### config.mk
export PLATFORM = sky130hd
export DESIGN_NAME = usb_tx_framer
export DESIGN_NICKNAME = d
export VERILOG_FILES = /design/src/rtl/usb_tx_framer.sv
export SDC_FILE = /design/constraint.sdc
export NUM_CORES = 1
export LEC_CHECK = 0
export BUFFER_PORTS_ARGS = -buffer_cell sky130_fd_sc_hd__buf_2
export CAP_MARGIN = 25
export CORE_ASPECT_RATIO = 0.7
export CORE_MARGIN = 1
export CORE_UTILIZATION = 47
export CTS_CLUSTER_SIZE = 20
export DETAILED_ROUTE_END_ITERATION = 8
export GPL_TIMING_DRIVEN = 0
export PLACE_DENSITY = 0.66
export SYNTH_ARGS = -nofsm -noshare
export SYNTH_HDL_FRONTEND = slang
export SYNTH_SLANG_ARGS = --single-unit
### constraint.sdc
create_clock -name clk -period 2.9 [get_ports clk]
set_input_delay 0.29 -clock clk [delete_from_list [all_inputs] [get_ports clk]]
set_output_delay 0.29 -clock clk [all_outputs]
set_load 0.05 [all_outputs]
### src/rtl/usb_tx_framer.sv
module usb_tx_framer #(
  parameter int DATA_W    = 8,
  parameter int SYNC_BITS = 8,
  parameter int STUFF_RUN = 6,
  parameter int EOP_SE0   = 2
) (
  input  logic              clk,
  input  logic              rst,
  input  logic              bit_stb,
  input  logic              tx_valid,
  input  logic [DATA_W-1:0] tx_data,
  input  logic [1:0]        op_mode,
  output logic              tx_ready,
  output logic              line_dp,
  output logic              line_dm,
  output logic              line_oe
);

  localparam int CW = $clog2(DATA_W + 1);
  localparam int SW = $clog2(SYNC_BITS);
  localparam int OW = $clog2(STUFF_RUN + 2);
  localparam int EW = $clog2(EOP_SE0 + 2);

  typedef enum logic [1:0] {ST_IDLE, ST_SYNC, ST_DATA, ST_EOP} state_t;

  state_t            st_q;
  logic              valid_q, raw_q, hold_full, lvl_q, se0_q, oe_q;
  logic [DATA_W-1:0] hold_q, sh_q;
  logic [CW-1:0]     cnt_q;
  logic [OW-1:0]     ones_q;
  logic [SW-1:0]     sidx_q;
  logic [EW-1:0]     ecnt_q;

  logic drive_ok, start, take, stuff_now, have_bit, nb, enc, sync_last;

  assign drive_ok  = !op_mode[0];
  assign start     = (st_q == ST_IDLE) && tx_valid && !valid_q && drive_ok;
  assign tx_ready  = ((st_q == ST_SYNC) || (st_q == ST_DATA)) && !hold_full && drive_ok;
  assign take      = tx_valid && tx_ready;
  assign stuff_now = !raw_q && (ones_q == OW'(STUFF_RUN));
  assign have_bit  = (cnt_q != '0) || hold_full;
  assign nb        = (cnt_q != '0) ? sh_q[0] : hold_q[0];
  assign enc       = raw_q ? nb : (nb ? lvl_q : !lvl_q);
  assign sync_last = (sidx_q == SW'(SYNC_BITS - 2));

  assign line_dp = !se0_q && lvl_q;
  assign line_dm = !se0_q && !lvl_q;
  assign line_oe = oe_q;

  always_ff @(posedge clk or posedge rst) begin
    if (rst) begin
      st_q      <= ST_IDLE;
      valid_q   <= 1'b0;
      raw_q     <= 1'b0;
      hold_full <= 1'b0;
      hold_q    <= '0;
      sh_q      <= '0;
      cnt_q     <= '0;
      ones_q    <= '0;
      sidx_q    <= '0;
      ecnt_q    <= '0;
      lvl_q     <= 1'b1;
      se0_q     <= 1'b0;
      oe_q      <= 1'b0;
    end else begin
      valid_q <= tx_valid;
      if (take) begin
        hold_q    <= tx_data;
        hold_full <= 1'b1;
      end
      case (st_q)
        ST_IDLE: if (start) begin
          st_q   <= ST_SYNC;
          raw_q  <= op_mode[1];
          oe_q   <= 1'b1;
          lvl_q  <= 1'b0;
          se0_q  <= 1'b0;
          sidx_q <= '0;
          cnt_q  <= '0;
        end
        ST_SYNC: if (bit_stb) begin
          sidx_q <= sidx_q + 1'b1;
          if (!sync_last) lvl_q <= !lvl_q;
          if (sync_last) begin
            st_q   <= ST_DATA;
            ones_q <= OW'(1);
          end
        end
        ST_DATA: if (bit_stb) begin
          if (stuff_now) begin
            lvl_q  <= !lvl_q;
            ones_q <= '0;
          end else if (have_bit) begin
            lvl_q  <= enc;
            ones_q <= nb ? ones_q + 1'b1 : '0;
            if (cnt_q != '0) begin
              sh_q  <= sh_q >> 1;
              cnt_q <= cnt_q - 1'b1;
            end else begin
              sh_q      <= hold_q >> 1;
              cnt_q     <= CW'(DATA_W - 1);
              hold_full <= 1'b0;
            end
          end else begin
            st_q   <= ST_EOP;
            se0_q  <= 1'b1;
            ecnt_q <= EW'(1);
          end
        end
        ST_EOP: if (bit_stb) begin
          if (ecnt_q < EW'(EOP_SE0)) begin
            ecnt_q <= ecnt_q + 1'b1;
          end else if (ecnt_q == EW'(EOP_SE0)) begin
            se0_q  <= 1'b0;
            lvl_q  <= 1'b1;
            ecnt_q <= ecnt_q + 1'b1;
          end else begin
            oe_q <= 1'b0;
            st_q <= ST_IDLE;
          end
        end
        default: st_q <= ST_IDLE;
      endcase
    end
  end

endmodule

* Yosys cells after proc, flatten, opt, wreduce, memory -nomap -nowiden *
Cells that the tools add are included.

storage, ports and cells
  output and inout bits = 4
  bits in registers = 36
  logic and storage cells = 140
  bits of input ports = 14

operators by class
  bitwise logic cells = 1
  multiplexer cells = 65
  reductions and logical operators = 35
  equal/unequal tests = 21
  $lt $le $gt $ge = 1
  add/sub/neg operators = 4

operator list
  operator                                      number
  two-way mux 2 bit                             15
  two-way mux 1 bit                             28
  two-way mux 3 bit                             8
  inequality test 2 bit, second input constant  12
  two-way mux 4 bit                             5
  AND reduction 9 bit                           2
  AND reduction 5 bit                           3
  one-hot mux 3 bit (2 select lines)            2
  nonzero test 2 bit                            5
  logical AND 1 bit                             9
  one-hot mux 2 bit (4 select lines)            1
  one-hot mux 4 bit (2 select lines)            1
  AND reduction 8 bit                           1
  two-way mux 7 bit                             1
  adder 3 x 1 -> 3 bit, second input constant   2
  == test 2 bit, second input constant          3
  == test 3 bit, second input constant          2
  zero test 1 bit                               6
  inequality test 3 bit, second input constant  2
  AND reduction 6 bit                           1
  inequality test 4 bit, second input constant  1
  one-hot mux 1 bit (4 select lines)            1
  one-hot mux 2 bit (2 select lines)            1
  AND reduction 4 bit                           1
  13 further kinds                              14

* Longest topological paths before layout *
Gate-level depths: netlist of run 1.

  word-level depth = 11
  mapped depth = 8
  depth with buffers taken out = 7

* Worst setup path before layout of run 1 *
No wires, ideal clock.

  path type = register to register
  from = register st_q[0]
  to = register hold_q[0]
  setup slack = -51 ps
  required time = 2775 ps
  data arrival time = 2826 ps
  setup time = 125 ps
  period minus slack after synthesis = 2951 ps
  buffers on the path = 1
  cell stages (with the launch flop) = 7
  cells stage by stage = dfrtp_1 -> inv_1 -> ha_1 -> nor3b_1 -> and2_1 -> clkbuf_1 -> mux2_2

on the way
  cells in the longest elaborated chain, start to end = 5
  elaborated cells on any way between the ends = 6
  classes of those cells = eq/ne: 2; reduce/logical: 4

RTL lines
  what                                                            RTL line  RTL
  start: declaration                                              26        state_t st_q;
  start signal: assignment                                        52        st_q <= ST_IDLE;
  start signal: assignment                                        73        st_q <= ST_SYNC;
  start signal: assignment                                        85        st_q <= ST_DATA;
  == test 2 x 1 -> 1 bit / == test 2 bit (equally long branches)  38        assign tx_ready = ((st_q == ST_SYNC) || (st_q == ST_DATA)) && !hold_full && drive_ok;
  logical OR 1 bit *                                              38
  logical AND 1 bit * (2 in series)                               38
  net tx_ready                                                    13        output logic tx_ready,
  logical AND 1 bit *                                             39        assign take = tx_valid && tx_ready;
  end signal: assignment                                          68        hold_q <= tx_data;
  end: declaration                                                28        logic [DATA_W-1:0] hold_q, sh_q;

The timed path passes the listed nets; every way through them passes the cells marked *.
A chain may end at the register's enable or synchronous reset.

* Worst setup path after layout of run 1 *
  from = register cnt_q[0]
  to = register ecnt_q[1]

on the way
  cells in the longest elaborated chain, start to end = 4

RTL lines
  what                             RTL line  RTL
  start: declaration               29        logic [CW-1:0] cnt_q;
  start signal: assignment         98        cnt_q <= cnt_q - 1'b1;
  start signal: assignment         101       cnt_q <= CW'(DATA_W - 1);
  nonzero test 4 bit               41        assign have_bit = (cnt_q != '0) || hold_full;
  logical OR 1 bit                 41
  inequality test 2 bit (no line)  n/a
  AND reduction 6 bit (no line)    n/a
  end signal: assignment           112       ecnt_q <= ecnt_q + 1'b1;
  end signal: assignment           116       ecnt_q <= ecnt_q + 1'b1;
  end: declaration                 32        logic [EW-1:0] ecnt_q;

No other way between the ends.

==> flow_summary_export.csv, run 1 <==
group,metric,value,unit
setup_path,ff2ff_setup_slack,640,ps
logic_synthesis,synth.distinct_cells,49,
route,wl_met1,2.04,mm
logic_synthesis,synth_edf_count,0,
logic_synthesis,syn-num-nets,215,
route,vias_per_cell,5.51,
sta,finalSetupTns,0,ps
logic_synthesis,synthTopCellsByArea,"dfrtp_1 (44%), ha_1 (7.7%), mux2_2 (6.4%)",
floorplan,die_x,78.8,µm
setup_path,crit_family,"simple AND/OR/NAND/NOR gates",
global_route,grt_max_degree,23,
global_route,antenna_found_initial,0,
logic_synthesis,ys_ff_latch,35,
place,port-buffer-count,17,
clock_network,numCtsBuffers,5,
route,top_layer,"met4",
floorplan,rows,19,
route,first_iter_violations,76,
route,wirelength,3.94,mm
finish,drive_above_1_share,0.205,
clock_network,cts_root_buf,"clkbuf_8",
logic_synthesis,yosysWarningCount,0,
setup_path,critPathSlowestCell,"or4b_4",
place,dp.final_hpwl,3.05,mm
clock_network,cts_resized,0,
route,met3_length,177,µm
logic_synthesis,synth_top_area_share,0.439,
global_route,grt_pass1_vias,1411,
floorplan,dieArea,0.00439,mm²
global_route,grt_usage,0.205,
finish,final_util,0.558,
floorplan,initial_utilization,0.491,
setup_path,crit_path_cell_trace,"inv_1 -> ha_1 -> or4b_4 -> a32oi_1 -> and3_1 -> mux2_2",
sta,rsz0062_at_grt,"no",
logic_synthesis,synthFlopType,"dfrtp_1",
route,wl_per_cell,14.8,µm
global_route,grt_overflow_total,0,
setup_path,worstPathRequired,3070,ps
worst_hold_path,min_path_type,"input port to asynchronous set/reset pin",
setup_path,worstSetupEndpointType,"register",
power_and_ir_drop,p_seq_frac,0.342,
sta,timing.slew.headroom,0.582,
clock_network,htree_num_levels,2,
power_and_ir_drop,intPower,1.48,mW
sta,fin_skew,4.47,ps
route,firstDrtPassIters,4,
clock_network,cts_buffer_depth,2,
setup_path,worst_ep_arrival_time,2420,ps
sta,fmax,443,MHz
power_and_ir_drop,powerDensity,1160,mW/mm²
power_and_ir_drop,p_switching,1.07,mW
setup_path,cp.depth,6,
finish,mostFrequentLayoutCells,"dfrtp_1 (34), nand2_1 (25), o21ai_0 (18), buf_2 (18), inv_1 (13)",
logic_synthesis,synth_top_area_cell,"dfrtp_1",
setup_path,critPathBufInv,1,
global_route,grt_pass1_wl,6.78,mm
route,num_vias,1470,
route,route.met2.wl,1.70,mm
clock_network,clk_pin_slew,70,ps
logic_synthesis,synth.avg_cell_area,10.3,µm²
sta,hold_viol,0,
clock_network,cts_tree,"built",
setup_path,critPathMaxStageDelay,500,ps
power_and_ir_drop,ir_drop,0.571,mV
setup_path,cp-start-kind,"register",
clock_network,ctsHoldBuffers,0,
setup_path,cp_max_fo,4,
floorplan,top_level_ports,18,
sta,finalSetupViolCount,0,
power_and_ir_drop,p_clk_frac,0.135,
logic_synthesis,async_flop_share,1.00,
logic_synthesis,synth_area,0.00194,mm²
route,drcViolationCount,0,
floorplan,die_h,55.7,µm
flow_run,max-cap-violations,0,
finish,layout_commonest_cell,"dfrtp_1",
run_status,status,"completed",
power_and_ir_drop,netSwitchingFraction,0.421,
clock_network,cts.sinks,35,
sta,drv_slew,0,
logic_synthesis,syn_inst,189,
finish,layout.nets,240,
sta,period_share,0.778,
finish,antenna_cells,0,
sta,fin_crit,2260,ps
power_and_ir_drop,p_leak,1.04,nW
finish,syn_to_final_growth,13.6,%
setup_path,path_class,"register to register",
logic_synthesis,yosysSeqAreaShare,0.453,
route,antenna_left,0,
place,gp_congestion,0.872,
sta,worst_pin_slew,626,ps
setup_path,rr_worst_depth,6,
clock_network,insertion_delay,280,ps
floorplan,fp.coreArea,0.00395,mm²
power_and_ir_drop,p_comb_frac,0.523,
clock_network,postCtsSetupBuffers,0,
## cells in the mapped netlist (all sizes together) (2+ instances only)
cell,count
dfrtp,34
nand2,25
o21ai,18
inv,13
ha,12
mux2,12
mux2i,8
clkbuf,6
nand3,5
a22o,4
nand3b,4
nor2,4
a21boi,3
a21oi,3
nor2b,3
nor3b,3
and3,2
nand4,2
nor3,2
o211ai,2
## path summary, 6_finish.rpt
kind	from	end
min in group clk	tx_valid	valid_q
max in group asynchronous	rst	st_q[0]
worst min register to register	sh_q[3]	sh_q[3]
worst max register to register	cnt_q[0]	ecnt_q[1]
worst min-delay path	rst	ones_q[2]
worst max-delay path	cnt_q[0]	ecnt_q[1]
## flip-flops by register name (all words and copies together), names as in the netlist
signal     cells
raw_q          1
st_q           2
cnt_q          4
ecnt_q         2
hold_q         8
se0_q          1
lvl_q          1
sidx_q         3
hold_full      1
valid_q        1
line_oe        1
sh_q           7
ones_q         3
## routing by layer
layer / up-vias / global-route usage
met1: 709 / 0.302
met5: - / 0
met2: 25 / 0.296
met3: 4 / 0.0557
li1: 732 / -
met4: 0 / 0.0556
## worst reg2reg max path: stages (launching register included)
cell and delay (ps):
dfrtp_1 390, inv_1 90, ha_1 220, or4b_4 500
a32oi_1 330, and3_1 270, mux2_2 340
## power groups by stage
| stage | combinational (mW) | clock [mW] | sequential [mW] |
|---|---|---|---|
| after CTS | 1.34 | 0.353 | 0.874 |
| final | 1.33 | 0.344 | 0.872 |
| after global routing | 1.49 | 0.375 | 0.904 |
| after floorplan | 1.06 | 0 | 0.841 |
| after detailed placement | 1.33 | 0 | 0.882 |
| after global placement | 1.27 | 0 | 0.863 |
## through the flow
step / worst slack (ps) / instances / power, mW / hold WS [ps] / instance area [µm²]
global placement: 730 / 258 / 2.14 / 444 / 2090
finish: 644 / 267 / 2.55 / 72.8 / 2200
global route: 446 / 267 / 2.77 / 115 / 2200
detailed placement: 699 / 259 / 2.21 / 409 / 2120
CTS: 685 / 267 / 2.56 / 92.5 / 2200
floorplan: 494 / 189 / 1.90 / 321 / 1940
## layout make-up
type | instances | area (µm²)
multi-input cells | 134 | 980
clock inverters | 1 | 5.00
fillers | 364 | 1740
flip-flops and latches | 35 | 877
plain buffers | 7 | 37.5
inverters | 13 | 48.8
well taps | 52 | 65.1
repair buffers | 18 | 113
clock buffers | 7 | 76.3
## logic make-up after synthesis
kind of cell / after synthesis / share of synthesized area
buf+inv: 20 / 0.0445
compound gates: 43 / 0.146
flops: 35 / 0.453
fa+ha+maj: 12 / 0.0775
simple gates: 59 / 0.167
mux: 20 / 0.113
Power figures use the tool's default switching activity.
==> run 2, diff against run 1 <==
==> constraint.sdc (replaced) <==
create_clock -name clk -period 2.1 [get_ports clk]
set_input_delay 0.21 -clock clk [delete_from_list [all_inputs] [get_ports clk]]
set_output_delay 0.21 -clock clk [all_outputs]
set_load 0.05 [all_outputs]
==> run 2 against run 1 <==
  * The flow now finishes with violations (hold timing, setup timing)
  * Hold slack got worse by 89 ps
  * Die area did not move
  * Design area rose by 8.1%
  * Critical path depth did not move
  * Non-clock buffer count rose by 9
  * Critical path type unchanged
  * Highest routed layer unchanged
==> flow_summary_export.csv, run 2 (synthesis results as in run 1) <==
group,metric,value,unit
finish,mostFrequentLayoutCells,"dfrtp_1 (34), nand2_1 (25), o21ai_0 (18)",
global_route,grt_pass1_wl,6.61,mm
sta,whs,-15.8,ps
sta,period_share,1.00,
clock_network,cts_tree,"built",
place,place_inst,259,
power_and_ir_drop,powerDensity,1690,mW/mm²
sta,fin_crit,2100,ps
global_route,antenna_found_initial,0,
finish,layout_commonest_cell,"dfrtp_1",
power_and_ir_drop,p_leak,1.12,nW
route,drcViolationCount,0,
setup_path,rr_endpoint,"ones_q[1]",
setup_path,rr_worst_depth,6,
sta,hold_viol,12,
setup_path,critPathMaxStageDelay,490,ps
setup_path,worstSetupEndpointType,"register",
floorplan,die_x,78.8,µm
finish,top_regs,"hold_q x8, sh_q x7, cnt_q x4",
clock_network,htree_num_levels,2,
sta,fmax,475,MHz
global_route,grt_max_degree,23,
route,num_vias,1505,
power_and_ir_drop,p_clk_frac,0.155,
clock_network,cts_root_buf,"clkbuf_8",
finish,syn_to_final_growth,22.8,%
floorplan,die_h,55.7,µm
setup_path,path_class,"register to register",
power_and_ir_drop,power,4.03,mW
flow_run,max-cap-violations,0,
power_and_ir_drop,p_seq_frac,0.301,
setup_path,worstPathRequired,2270,ps
route,firstDrtPassIters,4,
worst_hold_path,min_path_type,"input port to asynchronous set/reset pin",
sta,fin_skew,7.68,ps
setup_path,cp_max_fo,5,
setup_path,r2r_start,"cnt_q[0]",
finish,largest_register_ffs,8,
place,port-buffer-count,17,
clock_network,cts.sinks,35,
setup_path,crit_path_cell_trace,"inv_2 -> ha_4 -> or4b_4 -> or3b_4 -> and3_4 -> mux2_4",
global_route,grt_overflow_total,0,
sta,layout_setup_ws,-4.31,ps
finish,top_register,"hold_q",
power_and_ir_drop,intPower,2.42,mW
setup_path,worst_ep_arrival_time,2280,ps
power_and_ir_drop,ir_drop,1.03,mV
clock_network,clk_pin_slew,70,ps
finish,layout.nets,249,
finish,final_cell_area,0.00238,mm²
global_route,grt_usage,0.197,
power_and_ir_drop,p_switching,1.61,mW
sta,worst_pin_slew,602,ps
power_and_ir_drop,netSwitchingFraction,0.399,
route,vias_per_cell,5.45,
place,dp.final_hpwl,3.00,mm
setup_path,critPathSlowestCell,"or4b_4",
sta,finalSetupTns,-4.31,ps
setup_path,ff2ff_setup_slack,-4,ps
sta,drv_slew,0,
finish,antenna_cells,0,
route,wirelength,4.07,mm
floorplan,top_level_ports,18,
run_status,status,"finished, violations left",
power_and_ir_drop,p_comb_frac,0.544,
setup_path,cp-start-kind,"register",
sta,rsz0062_at_grt,"yes",
finish,n_fill_cell,351,
floorplan,initial_utilization,0.491,
sta,timing.slew.headroom,0.599,
sta,finalSetupViolCount,1,
place,gp_congestion,0.861,
route,wl_per_cell,14.8,µm
run_status,violations,"hold timing, setup timing",
clock_network,insertion_delay,280,ps
route,first_iter_violations,77,
global_route,grt_pass1_vias,1373,
finish,final_cells,276,
finish,drive_above_1_share,0.308,
clock_network,ctsHoldBuffers,0,
place,placed_area,0.00213,mm²
route,antenna_left,0,
floorplan,dieArea,0.00439,mm²
clock_network,numCtsBuffers,5,
floorplan,fp.coreArea,0.00395,mm²
clock_network,cts_buffer_depth,2,
floorplan,rows,19,
run 2: per-stage QoR:
step	hold slack [ps]	setup slack, ps	util
2_1_floorplan	241	8.48	-
3_3_place_gp	365	-68.4	0.532
3_5_place_dp	314	-97.6	0.539
4_1_cts	8.08	-6.34	0.584
5_1_grt	34.4	-27.1	0.603
6_report	-15.8	-4.31	0.603
run 2: worst max-delay path: cells and delay by family, from the launching register on:
kind / cells / cell delay (ps)
muxes: 1 / 300
adders and majority gates: 1 / 130
DFF: 1 / 400
buffers and inverters: 1 / 90
and+or+nand+nor: 3 / 1090
run 2: power groups by stage:
stage / Clock, mW / Sequential, mW / Combinational, mW
after floorplan: 0 / 1.16 / 1.48
after global placement: 0 / 1.20 / 1.77
after detailed placement: 0 / 1.22 / 1.85
after CTS: 0.638 / 1.21 / 1.97
after global routing: 0.670 / 1.24 / 2.39
final: 0.626 / 1.21 / 2.19
run 2: worst max path at each step:
stage,startpoint,endpoint,slack (ps),cells past startpoint
global placement,cnt_q[0],ecnt_q[1],-70,6
detailed placement,cnt_q[0],ecnt_q[1],-100,6
global route,cnt_q[0],st_q[1],-30,6
finish,cnt_q[0],ones_q[1],-4,6
floorplan,st_q[0],hold_q[0],8,6
CTS,cnt_q[1],ones_q[1],-6,6
run 2: layout make-up:
type | instances | area (µm²) | share of cell area
clock buffers | 6 | 82.6 | 0.0347
well taps | 52 | 65.1 | 0.0273
multi-input cells | 134 | 1050 | 0.441
plain buffers | 7 | 42.5 | 0.0179
inverters | 13 | 48.8 | 0.0205
flip-flops and latches | 35 | 877 | 0.369
repair buffers | 27 | 180 | 0.0757
clock inverters | 2 | 35.0 | 0.0147
run 2: timing repair:
item	4_1_cts	5_1_grt
endpoints found under the setup margin	10	17
setup buffers	3	6
pin swaps	2	5
gates resized for setup	9	9
run 2: per-layer routing:
metal / share of wire / track usage
met1: 0.50 / 0.281
met2: 0.46 / 0.296
met3: 0.037 / 0.0492
met4: 0.0088 / 0.0556
met5: 0 / 0
==> run 3, diff against run 2 <==
--- a/config.mk
+++ b/config.mk
@@ -7,13 +7,13 @@
 export LEC_CHECK = 0
 export BUFFER_PORTS_ARGS = -buffer_cell sky130_fd_sc_hd__buf_2
 export CAP_MARGIN = 25
-export CORE_ASPECT_RATIO = 0.7
+export CORE_ASPECT_RATIO = 0.9
 export CORE_MARGIN = 1
 export CORE_UTILIZATION = 47
 export CTS_CLUSTER_SIZE = 20
 export DETAILED_ROUTE_END_ITERATION = 8
 export GPL_TIMING_DRIVEN = 0
-export PLACE_DENSITY = 0.66
+export PLACE_DENSITY_LB_ADDON = 0.15
 export SYNTH_ARGS = -nofsm -noshare
 export SYNTH_HDL_FRONTEND = slang
 export SYNTH_SLANG_ARGS = --single-unit
==> run 3 against run 2 <==
  * The run now ends clean
  * Fmax up 0.49%
  * Via count up 1.5%
  * Global-route usage up 0.85 points
  * Clock power down 0.8%
  * Count of clock-buffer cells in the layout unchanged
  * Power up 3.0%
  * Sequential power about the same
  * Combinational power up 6%
==> flow_summary_export.csv, run 3 (synthesis results as in run 1) <==
group,metric,value,unit
setup_path,crit_path_cell_trace,"inv_2 -> ha_4 -> or4b_4 -> or3b_4 -> and3_4 -> mux2_4",
sta,worst_pin_slew,558,ps
route,wl_per_cell,15.0,µm
setup_path,critPathSlowestCell,"or4b_4",
global_route,antenna_found_initial,0,
global_route,grt_pass1_wl,7.17,mm
route,num_vias,1527,
route,route.met2.wl,1.99,mm
power_and_ir_drop,netSwitchingFraction,0.384,
route,antenna_left,0,
sta,timing.slew.headroom,0.628,
power_and_ir_drop,intPower,2.56,mW
setup_path,cp-start-kind,"register",
power_and_ir_drop,p_clk_frac,0.150,
finish,final_cells,273,
floorplan,top_level_ports,18,
route,firstDrtPassIters,4,
clock_network,insertion_delay,280,ps
run_status,status,"completed",
power_and_ir_drop,p_leak,1.13,nW
floorplan,fp.coreArea,0.00384,mm²
floorplan,dieArea,0.00438,mm²
finish,antenna_cells,0,
sta,fin_crit,2090,ps
power_and_ir_drop,powerDensity,1720,mW/mm²
sta,fin_skew,4.61,ps
clock_network,clk_pin_slew,70,ps
clock_network,numCtsBuffers,5,
finish,n_fill_cell,314,
sta,finalSetupViolCount,0,
setup_path,worstSetupEndpointType,"register",
power_and_ir_drop,p_seq_frac,0.291,
sta,drv_slew,0,
floorplan,die_h,62.9,µm
sta,fmax,478,MHz
finish,layout.nets,252,
sta,period_share,0.997,
clock_network,cts_buffer_depth,2,
floorplan,initial_utilization,0.505,
finish,drive_above_1_share,0.322,
power_and_ir_drop,power,4.15,mW
route,wl_met1,1.91,mm
power_and_ir_drop,p_comb_frac,0.560,
sta,rsz0062_at_grt,"yes",
flow_run,max-cap-violations,0,
clock_network,htree_num_levels,2,
route,met3_length,136,µm
route,vias_per_cell,5.59,
global_route,grt_max_degree,24,
route,drcViolationCount,0,
finish,top_regs,"hold_q x8, sh_q x7, cnt_q x4",
global_route,grt_overflow_total,0,
place,dp.final_hpwl,2.95,mm
place,gp_congestion,0.827,
global_route,grt_usage,0.205,
sta,whs,112,ps
global_route,grt_pass1_vias,1534,
setup_path,cp_max_fo,5,
finish,mostFrequentLayoutCells,"dfrtp_1 (34), nand2_1 (24), o21ai_0 (18)",
route,top_layer,"met4",
setup_path,path_class,"register to register",
finish,syn_to_final_growth,24.2,%
power_and_ir_drop,ir_drop,0.945,mV
clock_network,cts_root_buf,"clkbuf_8",
floorplan,rows,21,
route,first_iter_violations,81,
setup_path,critPathMaxStageDelay,480,ps
worst_hold_path,min_path_type,"input port to register",
floorplan,die_x,69.7,µm
place,port-buffer-count,17,
setup_path,worstPathRequired,2270,ps
route,wirelength,4.08,mm
finish,layout_commonest_cell,"dfrtp_1",
power_and_ir_drop,p_switching,1.59,mW
place,place_inst,253,
finish,top_register,"hold_q",
clock_network,cts.sinks,35,
clock_network,cts_tree,"built",
setup_path,worst_ep_arrival_time,2270,ps
sta,hold_viol,0,
finish,largest_register_ffs,8,
==> run 3: changes by cell type in the layout (fill, tap and decap cells not counted), sizes merged <==
cell / delta
buf: +4
clkbuf: -2
dlygate4sd3: +1
==> run 3: timing repair <==
item,4_1_cts,5_1_grt
endpoints found under the hold margin,11,0
resized for setup,11,5
buffers inserted,3,9
hold buffers,1,0
endpoints found under the setup margin,18,7
pin swaps,2,3
==> run 3: path summary, 6_finish.rpt <==
| kind | to | start | cells past startpoint | slack [ps] |
|---|---|---|---|---|
| hold reg to reg | sh_q[4] | sh_q[4] | 2 | 490 |
| hold / removal | valid_q | tx_valid | 1 | 110 |
| setup reg to reg | ones_q[1] | cnt_q[0] | 6 | 6 |
| max in group asynchronous | st_q[0] | rst | 4 | 1080 |
| min in group asynchronous | hold_q[1] | rst | 3 | 510 |
| setup / recovery | ones_q[1] | cnt_q[0] | 6 | 6 |
==> run 3: cell type report <==
cell class | instances | area (µm²) | share of cell area
Timing Repair Buffer | 31 | 213 | 0.0884
Inverter | 13 | 48.8 | 0.0203
Buffer | 6 | 38.8 | 0.0161
Multi-Input combinational cell | 134 | 1050 | 0.438
Clock inverter | 2 | 35.0 | 0.0146
Tap cell | 46 | 57.6 | 0.0239
Sequential cell | 35 | 877 | 0.364
Clock buffer | 6 | 82.6 | 0.0343
==> run 3: stage by stage <==
step | setup TNS, ps | instance area, µm² | worst slack (ps) | utilization
floorplan | 0 | 1950 | 8.48 | -
global placement | -180 | 2090 | -40.9 | 0.546
detailed placement | -848 | 2120 | -123 | 0.553
CTS | -1.25 | 2310 | -1.25 | 0.601
global route | -67.5 | 2410 | -40.5 | 0.628
finish | 0 | 2410 | 6.04 | 0.628
==> run 3: critical path: cells and delay by family, from the launching register on <==
family / cells / cell delay (ps)
mux: 1 / 290
fa+ha+maj: 1 / 130
flops: 1 / 390
simple gates: 3 / 1080
buf+inv: 1 / 90
==> run 3: metal layers <==
metal  vias up  track usage
met5         -            0
met4         0       0.0525
met3         6       0.0435
met2        29        0.345
met1       738        0.271
li1        754            -
==> run 3: power by group through the flow <==
stage,sequential [mW],clock [mW],combinational (mW)
after detailed placement,1.21,0,1.85
after floorplan,1.16,0,1.48
final,1.21,0.621,2.32
after global routing,1.26,0.674,2.56
after CTS,1.20,0.637,1.99
after global placement,1.19,0,1.77
